==> src/rtl/ldst_port_monitor.sv <==
module ldst_port_monitor #(
  parameter int AW = 48,
  parameter int CW = 16
) (
  input  logic          clk,
  input  logic          rst,
  input  logic          ld_req,
  input  logic          st_req,
  input  logic          busy,
  input  logic          addr_vld,
  input  logic [AW-1:0] addr,
  input  logic          addr_ack,
  input  logic          addr_exc,
  input  logic          ld_vld,
  input  logic          st_vld,
  output logic [6:0]    err_vec,
  output logic          err_any,
  output logic [CW-1:0] n_loads,
  output logic [CW-1:0] n_stores,
  output logic [CW-1:0] n_excs
);
  localparam int NRULE = 7;
  localparam logic [CW-1:0] CMAX = '1;

  typedef enum logic [1:0] {S_IDLE, S_ADDR, S_DATA, S_DRAIN} mon_state_t;

  mon_state_t state, nstate;
  logic is_ld, ld_q, st_q, av_q;
  logic [AW-1:0] addr_q;
  logic [NRULE-1:0] hit;
  logic inc_ld, inc_st, inc_exc, rise;

  assign rise    = (ld_req & ~ld_q) | (st_req & ~st_q);
  assign err_any = |err_vec;

  always_comb begin
    hit     = '0;
    nstate  = state;
    inc_ld  = 1'b0;
    inc_st  = 1'b0;
    inc_exc = 1'b0;
    hit[0]  = rise & busy;
    hit[1]  = ld_req & st_req;
    hit[3]  = (state != S_IDLE) & busy & av_q & (~addr_vld | (addr != addr_q));
    case (state)
      S_IDLE: begin
        hit[2] = busy;
        hit[4] = addr_ack | addr_exc;
        hit[5] = ld_vld;
        hit[6] = st_vld;
        if (rise & ~busy) nstate = S_ADDR;
      end
      S_ADDR: begin
        hit[5] = ld_vld;
        hit[6] = st_vld;
        if (addr_exc) begin
          hit[4]  = busy | addr_ack;
          inc_exc = 1'b1;
          nstate  = S_IDLE;
        end else if (addr_ack) begin
          hit[2] = ~busy;
          nstate = S_DATA;
        end else if (~busy) begin
          hit[2] = 1'b1;
          nstate = S_IDLE;
        end
      end
      S_DATA: begin
        hit[4] = addr_ack | addr_exc;
        if (is_ld) begin
          hit[6] = st_vld;
          if (ld_vld) begin
            hit[5] = busy;
            inc_ld = 1'b1;
            nstate = S_IDLE;
          end else if (~busy) begin
            hit[2] = 1'b1;
            nstate = S_IDLE;
          end
        end else begin
          hit[5] = ld_vld;
          if (st_vld) begin
            hit[6] = ~busy;
            nstate = S_DRAIN;
          end else if (~busy) begin
            hit[2] = 1'b1;
            nstate = S_IDLE;
          end
        end
      end
      default: begin
        hit[4] = addr_ack | addr_exc;
        hit[5] = ld_vld;
        hit[6] = st_vld | busy;
        inc_st = 1'b1;
        nstate = S_IDLE;
      end
    endcase
  end

  always_ff @(posedge clk) begin
    if (rst) begin
      state    <= S_IDLE;
      is_ld    <= 1'b0;
      ld_q     <= 1'b0;
      st_q     <= 1'b0;
      av_q     <= 1'b0;
      addr_q   <= '0;
      err_vec  <= '0;
      n_loads  <= '0;
      n_stores <= '0;
      n_excs   <= '0;
    end else begin
      state   <= nstate;
      if (state == S_IDLE) is_ld <= ld_req;
      ld_q    <= ld_req;
      st_q    <= st_req;
      av_q    <= addr_vld & busy;
      addr_q  <= addr;
      err_vec <= err_vec | hit;
      if (inc_ld  && n_loads  != CMAX) n_loads  <= n_loads  + 1'b1;
      if (inc_st  && n_stores != CMAX) n_stores <= n_stores + 1'b1;
      if (inc_exc && n_excs   != CMAX) n_excs   <= n_excs   + 1'b1;
    end
  end

  p_sticky_r8: assert property (@(posedge clk) disable iff (rst)
    1'b1 |=> ((err_vec & $past(err_vec)) == $past(err_vec)));

  p_ld_sat_r9: assert property (@(posedge clk) disable iff (rst)
    (n_loads == CMAX) |=> (n_loads == CMAX));

  p_ld_count_r6: assert property (@(posedge clk) disable iff (rst)
    !ld_vld |=> $stable(n_loads));

  p_exc_count_r5: assert property (@(posedge clk) disable iff (rst)
    !addr_exc |=> $stable(n_excs));

  p_st_count_r7: assert property (@(posedge clk) disable iff (rst)
    (!st_vld && state != S_DRAIN) |=> $stable(n_stores));
endmodule

==> config.mk <==
export PLATFORM = sky130hd
export DESIGN_NAME = ldst_port_monitor
export DESIGN_NICKNAME = d
export VERILOG_FILES = /design/src/rtl/ldst_port_monitor.sv
export SDC_FILE = /design/constraint.sdc
export NUM_CORES = 1
export LEC_CHECK = 0
export ABC_AREA = 1
export BUFFER_PORTS_ARGS = -buffer_cell sky130_fd_sc_hd__buf_2
export CORE_UTILIZATION = 30
export DETAILED_ROUTE_END_ITERATION = 8
export GPL_TIMING_DRIVEN = 0
export HOLD_SLACK_MARGIN = 0.03
export PLACE_DENSITY = 0.5
export RECOVER_POWER = 100
export SLEW_MARGIN = 25
export SYNTH_ARGS = -nofsm -noshare
export SYNTH_HDL_FRONTEND = slang
export SYNTH_SLANG_ARGS = --single-unit
==> constraint.sdc <==
create_clock -name clk -period 1.8 [get_ports clk]
set_input_delay 0.09 -clock clk [delete_from_list [all_inputs] [get_ports clk]]
set_output_delay 0.09 -clock clk [all_outputs]
set_load 0.02 [all_outputs]
==> results.txt, run 1 <==
----------------------------------------------------
[Run status]
  Outcome ... finished clean

[Worst setup path]
  Reg-to-Reg End ... n_excs[9]
  Number of buffer and inverter stages on the critical path ... 1
  Startpoint Class ... flop
  Startpoint-to-endpoint class of the critical path ... flop to flop
  Delay contributed by the slowest stage of the critical path ... about 400 ps
  Ordered cell list for the critical path ... ha_1, nand3_1, nor2_4, nand2_1, nand2_1, nand2_2, buf_12, nand2_2, o21bai_2, nand2_1, nor2_1
  Critical path's top delay family ... simple AND/OR/NAND/NOR gates
  Critical path capture point type ... flop
  Critical path data arrival time ... approximately 1900 ps
  Number of cells on the worst reg-to-reg path ... 11
  Cell at the slowest stage of the critical path ... dfxtp_1
  Source of the worst register-to-register timing path ... n_excs[0]
  Worst R2R Setup Slack ... around 130 ps
  Data required time of the critical path ... roughly 2000 ps
  Path length in cells of the critical path ... 11
  Maximum fanout encountered on the critical timing path ... 10
  Most used cell, CP ... nand2_1
  Timing endpoint of the critical path ... n_excs[9]
  Worst setup path startpoint ... n_excs[0]

[Yosys]
  Post-synth top area cell ... dfxtp_1
  Post-synth net total ... 870
  Number of distinct library cells after synthesis ... 38
  Most area-consuming cells after synthesis ... dfxtp_1 41%, nand2_1 15%, inv_1 10%
  Share of the synthesized area in the top cell type ... 0.408
  Prevailing post-synth register cell ... dfxtp_1
  Fraction of synthesis flops using an asynchronous set or reset pin ... 0
  Cell count after synthesis ... 809
  Ys Warns ... 0
  Library cell with the highest instance count after synthesis ... nand2_1
  EDFF count, synth ... 0
  Flip-flop and latch count after synthesis ... approximately 110
  Syn Area/Cell ... 6.61 µm²
  Sequential share of the synthesized area ... 0.408
  Synth cell count leaders ... 214 x nand2_1, 149 x inv_1, 132 x nor2_1
  Netlist area before placement ... about 5300 µm²

[Power and ir drop]
  IR Drop Worst-Case VDD ... 0.000455 V
  Pleak ... roughly 3.2 nW
  Cell Pwr Density ... 713 nW/µm²

[Die]
  Width of the die ... between 100 and 150 µm
  Area of the die ... approximately 18000 µm²
  Die boundary height ... 136 µm
  Number of ports placed on the die boundary ... about 110
  Num rows ... 48
  Initial core utilization ... 0.308
  Core region area ... ~17000 µm²

[STA]
  Worst Setup Slack, final ... roughly 130 ps
  Total count of hold-check failures in the final report ... 0
  Final clock skew ... about 7.9 ps
  Final slew viol count ... 0
  Worst slew slack as a fraction of its limit ... 0.597
  Transition time at the pin with the least slew margin ... around 600 ps
  Period Utilization, post-route ... 0.927
  Maximum clock frequency ... between 500 and 600 MHz
  Final min period ... between 1500 and 2000 ps
  Sum Neg Setup Slack ... 0 ps
  Worst hold slack after final layout ... 55.5 ps
  Setup violation total in the final timing report ... 0

[Clock tree]
  Clock root buffer master ... clkbuf_16
  Buffer levels on the longest clock path ... 2
  CTS tree ... built
  Clock latency at the later pin of the worst-skew pair ... 360 ps
  Max H-tree Level ... 3
  TritonCTS Buffers ... 9
  CTS clock-pin slew for the worst setup and hold paths ... roughly 70 ps
  Num Clock Sinks ... ~110

[Detailed routing]
  Routed wire length ... roughly 14 mm
  Antenna viol nets, final ... 0
  Number of detailed-routing iterations run before antenna repair ... 5
  Mean number of vias per cell ... about 4.2
  Average detailed-routed wire length per instance ... about 11 µm
  Iter 0 DRT Violations ... roughly 210
  Final routed DRC violation total ... 0
  Via count ... ~5200

[Final layout]
  Diodes inserted ... 0
  Proportion of layout cells with a drive suffix above 1 ... 0.107
  Number of standard cells in the final layout excluding fillers ... 1220
  Design Area, Final ... roughly 7000 µm²
  NumNets Final ... 1052
  Area Overhead vs Synth ... 30.3%
  Fill cell count ... just under 2000

[Global routing]
  Tot GR Track Use ... 0.157
  Pin count of the biggest net entering global routing ... 17
  Wire length of the first global-routing pass ... ~22 mm
  Antenna violations before repair ... 0
  Vias in the first global route ... between 4000 and 5000
  Remaining Overflow, GRT ... 0

[Place]
  Post-DP HPWL ... roughly 10 mm
  Count of buffers from port buffering ... around 110
  Pre-CTS worst setup slack ... -61.7 ps
  Total placed instance area ... just over 6000 µm²
  Placed insts ... approximately 1100
  Final estimated routing congestion in global placement ... roughly 0.86

[Job]
  Maxcap violations ... 0

[Worst hold path]
  Tightest Hold Check Type ... input pin to flop

----------------------------------------------------
==> layer usage <==
| metal | vias to the layer above | global-route usage | part of all wire | wire length, µm |
|---|---|---|---|---|
| met5 | - | 0 | 0 | 0 |
| li1 | 2820 | - | - | - |
| met3 | 13 | 0.0340 | 0.039 | 548 |
| met2 | 97 | 0.263 | 0.46 | 6430 |
| met4 | 0 | 0.0531 | 0.014 | 195 |
| met1 | 2222 | 0.199 | 0.49 | 6780 |
==> worst register-to-register path: stages (launching register included) <==
cell and delay, ps:
dfxtp_1 390, ha_1 190, nand3_1 150, nor2_4 140, nand2_1 80, nand2_1 70
nand2_2 90, buf_12 160, nand2_2 80, o21bai_2 60, nand2_1 80, nor2_1 40
==> cell families after synthesis <==
group,count (synthesis),share of synthesized area
adders and majority gates,3,0.00702
and+or+nand+nor,428,0.345
AOI/OAI and AO/OA,79,0.0788
DFF,109,0.408
buffers and inverters,167,0.124
xor gates and xnor gates,23,0.0377
==> stage by stage <==
step	total power, mW	util
6_report	4.97	0.401
5_1_grt	5.22	0.401
4_1_cts	5.07	0.402
3_5_place_dp	3.10	0.357
3_3_place_gp	3.10	0.357
2_1_floorplan	2.91	-
==> registers in the layout (all words and copies together) (netlist names), 2 cells and up <==
signal / flops
n_loads: 16
n_stores: 16
n_excs: 16
state: 2
addr_q: 48
err_vec: 7
==> final cells by class <==
cell class                 instances  area, µm²  share of cell area
timing repair buffer             171       1060               0.152
clock inverter                     4       26.3             0.00377
multi-input combinational        533       2510               0.360
buffer                            16       93.8              0.0135
tap                              225        282              0.0404
clock buffer                      11        233              0.0334
sequential                       109       2190               0.314
inverter                         151        571              0.0819
==> worst min-delay path by stage <==
stage	from	endpoint	slack (ps)	depth (start not counted)
2_1_floorplan	addr[16]	addr_q[16]	200	2
3_3_place_gp	addr[35]	addr_q[35]	320	3
3_5_place_dp	addr[35]	addr_q[35]	320	3
4_1_cts	st_vld	err_vec[6]	40	3
5_1_grt	st_vld	err_vec[6]	70	3
6_report	st_vld	err_vec[6]	60	3
==> power by group <==
group	total (mW)	internal (mW)	switching (mW)
Clock	1.85	0.932	0.919
Combinational	0.576	0.259	0.316
Sequential	2.54	2.49	0.0507
==> placed cells by master (no fill, tap or decap), types with 2 or more instances in the layout <==
cell type,synthesis,routed
nand4_1,9,9
clkbuf_16,0,9
clkinvlp_4,0,2
buf_4,2,9
dfxtp_4,0,2
nor2_1,132,132
a21oi_1,36,36
nand3_1,25,26
nor3b_2,2,2
nand2_4,3,3
inv_2,2,3
clkbuf_1,10,69
o211ai_1,2,2
a31oi_1,3,3
dlygate4sd3_1,0,52
nor3b_1,3,3
buf_2,2,57
nand2_1,214,215
o22ai_1,4,4
xnor2_1,11,11
clkinv_2,0,2
nor3_1,21,21
nor4_1,2,2
nand3b_1,2,2
o21ai_0,30,30
o21bai_2,2,2
dfxtp_1,109,107
nor2_4,3,3
xor2_1,12,12
nand2_2,4,3
o21ai_1,2,2
ha_1,3,2
inv_1,149,147
==> timing repair <==
action	CTS	global route
endpoints found under the setup margin	12	19
resized for setup	3	5
hold buffers	52	0
hold endpoints to repair	53	0
pin swaps	0	1
buffers inserted	0	7
Note: power is estimated with default switching activity, not from simulation.
==> run 2, diff against run 1 <==
--- a/config.mk
+++ b/config.mk
@@ -6,6 +6,7 @@
 export NUM_CORES = 1
 export LEC_CHECK = 0
 export ABC_AREA = 1
+export ABC_CLOCK_PERIOD_IN_PS = 1800
 export BUFFER_PORTS_ARGS = -buffer_cell sky130_fd_sc_hd__buf_2
 export CORE_UTILIZATION = 30
 export DETAILED_ROUTE_END_ITERATION = 8
==> constraint.sdc (replaced) <==
create_clock -name clk -period 1.8 [get_ports clk]
set_input_delay 0 -clock clk [delete_from_list [all_inputs] [get_ports clk]]
set_output_delay 0 -clock clk [all_outputs]
set_load 0.02 [all_outputs]
==> results.txt, run 2 (synthesis results as in run 1) <==
----------------------------------------------------
[Clock tree]
  Clock latency at the later pin of the worst-skew pair ... 360 ps (about the same)
  CTS clock-pin slew for the worst setup and hold paths ... 70 ps (about the same)
  Buffer levels on the longest clock path ... 2 (unchanged)
  Num Clock Sinks ... 109 (unchanged)
  Max H-tree Level ... 3 (unchanged)
  Clock root buffer master ... clkbuf_16
  TritonCTS Buffers ... 9 (unchanged)
  CTS tree ... built

[STA]
  Total count of hold-check failures in the final report ... 0 (unchanged)
  Final clock skew ... 7.04 ps (-0.833 ps)
  Worst hold slack after final layout ... 41.3 ps (-14.2 ps)
  Final slew viol count ... 0 (unchanged)
  Setup violation total in the final timing report ... 0 (unchanged)
  Worst slew slack as a fraction of its limit ... 0.590 (-0.00674)
  Maximum clock frequency ... 593 MHz (-0.98%)
  Transition time at the pin with the least slew margin ... 614 ps (+10.1 ps)
  Period Utilization, post-route ... 0.936 (+0.00921)
  Final min period ... 1690 ps (+16.6 ps)

[Job]
  Maxcap violations ... 0 (unchanged)

[Detailed routing]
  Number of detailed-routing iterations run before antenna repair ... 4 (-1)
  Final routed DRC violation total ... 0 (unchanged)
  Via count ... 5162 (+0.19%)
  Mean number of vias per cell ... 4.22 (about the same)
  Antenna viol nets, final ... 0 (unchanged)
  Routed wire length ... 14.0 mm (+0.24%)
  Iter 0 DRT Violations ... 208 (-0.48%)
  Average detailed-routed wire length per instance ... 11.4 µm (about the same)

[Worst hold path]
  Tightest Hold Check Type ... input pin to flop

[Power and ir drop]
  Cell Pwr Density ... 711 nW/µm² (-0.29%)
  Sum of internal, switching and leakage power ... 4.98 mW (+0.16%)
  IR Drop Worst-Case VDD ... 0.000455 V (about the same)
  Pleak ... 3.21 nW (+0.48%)

[Final layout]
  Combined flip-flop and latch cell area ... 2190 µm² (unchanged)
  NumNets Final ... 1055 (+0.29%)
  Diodes inserted ... 0 (unchanged)
  Fill cell count ... 1922 (-0.21%)
  Area of the multi-input gates ... 2510 µm² (unchanged)
  Most common cell after layout, fill and taps aside ... nand2_1
  Most flop-heavy register ... addr_q
  Area Overhead vs Synth ... 30.9%
  Most used cells in the layout excluding fill and tap cells ... 215 x nand2_1, 147 x inv_1, 132 x nor2_1
  Proportion of layout cells with a drive suffix above 1 ... 0.107 (+0.000682)
  Number of flip-flops under the largest register name ... 48 (unchanged)

[Global routing]
  Pin count of the biggest net entering global routing ... 17 (unchanged)
  Antenna violations before repair ... 0 (unchanged)
  Global-route met1 utilization ... 0.199 (+0.000461)
  Global route hottest layer ... met2
  Remaining Overflow, GRT ... 0 (unchanged)
  Met2 Track Usage GR ... 0.264 (+0.000855)
  Vias in the first global route ... 4662 (+0.34%)
  Global Route met3 Usage ... 0.0340 (unchanged)
  Wire length of the first global-routing pass ... 22.4 mm (+0.37%)
  Tot GR Track Use ... 0.157 (+0.000401)

[Worst setup path]
  Critical path data arrival time ... 1910 ps (+20 ps)
  Data required time of the critical path ... 2020 ps (about the same)
  Startpoint Class ... flop
  Startpoint-to-endpoint class of the critical path ... flop to flop
  Critical path capture point type ... flop
  Maximum fanout encountered on the critical timing path ... 10 (unchanged)

[Die]
  Width of the die ... 136 µm (unchanged)
  Area of the die ... 18400 µm² (unchanged)
  Num rows ... 48 (unchanged)
  Initial core utilization ... 0.308 (unchanged)
  Number of ports placed on the die boundary ... 114 (unchanged)
  Core region area ... 17400 µm² (unchanged)
  Die boundary height ... 136 µm (unchanged)

[Run status]
  Outcome ... finished clean

[Place]
  Final estimated routing congestion in global placement ... 0.855 (unchanged)
  Post-DP HPWL ... 10.4 mm (unchanged)
  Count of buffers from port buffering ... 112 (unchanged)

----------------------------------------------------
-- run 2: cell count changes in the layout (fill, tap and decap cells not counted), sizes merged --
cell         previous run  this run
buf                    68        69
clkbuf                 78        77
dlygate4sd3            52        55
-- run 2: final timing paths --
check | from | to | slack [ps] | cells after the start
max | n_excs[0] | n_excs[9] | 110 | 11
min | addr_exc | err_vec[4] | 40 | 4
max reg2reg | n_excs[0] | n_excs[9] | 110 | 11
min reg2reg | err_vec[0] | err_vec[0] | 480 | 2
-- run 2: layer usage --
metal / up-vias / share of wire
met3: 13 / 0.039
met2: 94 / 0.46
met1: 2227 / 0.49
li1: 2828 / -
met4: 0 / 0.014
met5: - / 0
-- run 2: critical path, cell delays in order (launching register included) --
cell	delay (ps)
dfxtp_1	400
ha_1	190
nand3_1	150
nor2_4	140
nand2_1	80
nand2_1	70
nand2_2	90
buf_12	160
nand2_2	70
o21bai_2	60
nand2_1	80
nor2_1	40
-- run 2: repair_timing --
action,CTS,global route
buffers inserted,0,7
hold endpoints to repair,56,0
hold buffers,55,0
gates cloned,0,0
gates resized for setup,3,5
setup endpoints to repair,12,19
pin swaps,0,1
-- run 2: through the flow --
stage / util / worst slack [ps] / TNS [ps] / std cells / cell area (µm²)
final: 0.403 / 114 / 0 / 1223 / 7000
after global routing: 0.403 / -3.55 / -3.55 / 1223 / 7000
after CTS: 0.404 / 27.0 / 0 / 1216 / 7000
after detailed placement: 0.357 / -61.7 / -383 / 1146 / 6190
after global placement: 0.357 / -66.5 / -427 / 1146 / 6190
after floorplan: - / 110 / 0 / 809 / 5350
-- run 2: cell type report --
class / count / area share
sequential: 109 / 0.313
buffer: 16 / 0.0134
clock inverter: 4 / 0.00375
clock buffer: 11 / 0.0333
inverter: 151 / 0.0815
multi-input combinational: 533 / 0.359
tap: 225 / 0.0402
timing repair buffer: 174 / 0.156
-- run 2: where the power goes --
| group | total (mW) | internal [mW] | switching [mW] |
|---|---|---|---|
| Clock | 1.85 | 0.932 | 0.920 |
| Combinational | 0.582 | 0.264 | 0.318 |
| Sequential | 2.54 | 2.49 | 0.0509 |
==> run 3, diff against run 2 <==
--- a/config.mk
+++ b/config.mk
@@ -8,7 +8,9 @@
 export ABC_AREA = 1
 export ABC_CLOCK_PERIOD_IN_PS = 1800
 export BUFFER_PORTS_ARGS = -buffer_cell sky130_fd_sc_hd__buf_2
+export CORE_ASPECT_RATIO = 2
 export CORE_UTILIZATION = 30
+export CTS_CLUSTER_SIZE = 20
 export DETAILED_ROUTE_END_ITERATION = 8
 export GPL_TIMING_DRIVEN = 0
 export HOLD_SLACK_MARGIN = 0.03
==> results.txt, run 3 (synthesis results as in run 1) <==
----------------------------------------------------
[Detailed routing]
  Final routed DRC violation total ... 0 (unchanged)
  Routed wire length ... 15.2 mm (+8.5%)
  Via count ... 5272 (+2.1%)
  Number of detailed-routing iterations run before antenna repair ... 4 (unchanged)
  Mean number of vias per cell ... 4.38 (+3.7%)
  Average detailed-routed wire length per instance ... 12.6 µm (+10%)
  Antenna viol nets, final ... 0 (unchanged)
  Iter 0 DRT Violations ... 122 (-41%)

[Final layout]
  Design Area, Final ... 7100 µm² (+1.5%)
  Number of flip-flops under the largest register name ... 48 (unchanged)
  Diodes inserted ... 0 (unchanged)
  Most used cells in the layout excluding fill and tap cells ... 213 x nand2_1, 147 x inv_1, 132 x nor2_1
  Area Overhead vs Synth ... 32.8%
  Proportion of layout cells with a drive suffix above 1 ... 0.161 (+0.0536)
  Most common cell after layout, fill and taps aside ... nand2_1
  Most flop-heavy register ... addr_q
  NumNets Final ... 1051 (-0.38%)

[Global routing]
  Pin count of the biggest net entering global routing ... 19 (+2)
  Remaining Overflow, GRT ... 0 (unchanged)
  Antenna violations before repair ... 0 (unchanged)
  Tot GR Track Use ... 0.174 (+0.0167)
  Wire length of the first global-routing pass ... 23.9 mm (+6.7%)
  Vias in the first global route ... 5120 (+9.8%)

[Clock tree]
  Max H-tree Level ... 3 (unchanged)
  TritonCTS Buffers ... 9 (unchanged)
  Buffer levels on the longest clock path ... 2 (unchanged)
  CTS clock-pin slew for the worst setup and hold paths ... 70 ps (about the same)
  Num Clock Sinks ... 109 (unchanged)
  Clock root buffer master ... clkbuf_16
  Clock latency at the later pin of the worst-skew pair ... 360 ps (about the same)
  CTS tree ... built

[Die]
  Area of the die ... 18400 µm² (+0.18%)
  Core region area ... 17400 µm² (unchanged)
  Die boundary height ... 191 µm (+41%)
  Initial core utilization ... 0.308 (unchanged)
  Number of ports placed on the die boundary ... 114 (unchanged)
  Num rows ... 68 (+42%)
  Width of the die ... 96.4 µm (-29%)

[Worst setup path]
  Data required time of the critical path ... 2050 ps (+30 ps)
  Maximum fanout encountered on the critical timing path ... 6 (-4)
  Startpoint-to-endpoint class of the critical path ... flop to flop
  Critical path data arrival time ... 1900 ps (about the same)
  Critical path capture point type ... flop
  Startpoint Class ... flop

[STA]
  Period Utilization, post-route ... 0.917 (-0.0195)
  Setup violation total in the final timing report ... 0 (unchanged)
  Worst hold slack after final layout ... 37.7 ps (-3.52 ps)
  Total count of hold-check failures in the final report ... 0 (unchanged)
  Worst slew slack as a fraction of its limit ... 0.551 (-0.0399)
  Worst Setup Slack, final ... 149 ps (+35.0 ps)
  Sum Neg Setup Slack ... 0 ps (unchanged)
  Maximum clock frequency ... 606 MHz (+2.1%)
  Final slew viol count ... 0 (unchanged)
  Final clock skew ... 11.4 ps (+4.38 ps)
  Transition time at the pin with the least slew margin ... 674 ps (+59.8 ps)
  Final min period ... 1650 ps (-35.0 ps)

[Run status]
  Outcome ... finished clean

[Power and ir drop]
  Pleak ... 3.42 nW (+6.3%)
  Proportion of power drawn by combinational gates ... 0.112 (-0.005)
  Cell Pwr Density ... 752 nW/µm² (+5.8%)
  Sw Ratio ... 0.253 (-0.00582)
  Internal Dissipation ... 3.99 mW (+8.2%)
  Clock share of power ... 0.412 (+0.040)
  Sum of internal, switching and leakage power ... 5.34 mW (+7.4%)
  Switching power summed over all nets ... 1.35 mW (+5.0%)
  Sequential share of power ... 0.476 (-0.035)
  IR Drop Worst-Case VDD ... 0.000399 V (-12%)

[Worst hold path]
  Tightest Hold Check Type ... input pin to flop

[Place]
  Pre-CTS worst setup slack ... -97.2 ps (-35.4 ps)
  Final estimated routing congestion in global placement ... 0.814 (-4.8%)
  Total placed instance area ... 6170 µm² (-0.30%)
  Post-DP HPWL ... 11.9 mm (+14%)
  Count of buffers from port buffering ... 112 (unchanged)

[Job]
  Maxcap violations ... 0 (unchanged)

----------------------------------------------------
run 3: through the flow:
step,cells,util
3_5_place_dp,1131,0.356
6_report,1205,0.409
2_1_floorplan,809,-
5_1_grt,1205,0.409
4_1_cts,1203,0.407
3_3_place_gp,1131,0.356
run 3: what timing repair did:
action                                 in CTS  in global routing
buffers inserted                            0                  2
resized for setup                           5                 11
hold buffers                               56                  0
pin swaps                                   0                  1
setup endpoints to repair                  15                 40
endpoints found under the hold margin      55                  0
run 3: worst paths after layout:
path	from	end	slack (ps)	cells past startpoint
max	n_loads[0]	n_loads[2]	150	11
max reg2reg	n_loads[0]	n_loads[2]	150	11
min	st_vld	err_vec[6]	40	3
min reg2reg	n_stores[0]	n_stores[0]	470	1
run 3: cell type report:
| class | count | area, µm² |
|---|---|---|
| Clock inverter | 7 | 97.6 |
| Timing Repair Buffer | 170 | 1120 |
| Sequential cell | 109 | 2190 |
| Buffer | 16 | 93.8 |
| Inverter | 151 | 571 |
| Tap cell | 210 | 263 |
| Multi-Input combinational cell | 533 | 2530 |
| Clock buffer | 9 | 225 |
| Fill cell | 1898 | 10300 |
run 3: power groups by stage:
stage,sequential [mW],combinational (mW),clock [mW]
after floorplan,2.61,0.298,0
after global placement,2.60,0.512,0
after detailed placement,2.60,0.516,0
after CTS,2.55,0.613,2.30
after global routing,2.56,0.678,2.36
final,2.54,0.598,2.20
run 3: layer usage:
metal	vias to the layer above	global-route usage	wire length [µm]	part of all wire
met5	-	0	0	0
met4	0	0.0679	247	0.016
met3	13	0.0239	461	0.030
met2	79	0.364	9020	0.59
met1	2353	0.156	5460	0.36
li1	2827	-	-	-
run 3: critical path, cell delays in order, from the launching register on:
cell      delay [ps]
dfxtp_4          390
ha_4             160
nand3_1          110
inv_1             80
nand4_1          150
inv_2            120
nand3b_2         110
nand2_4          110
buf_4            140
o21ai_0           70
nand2_1           60
nor2_1            40
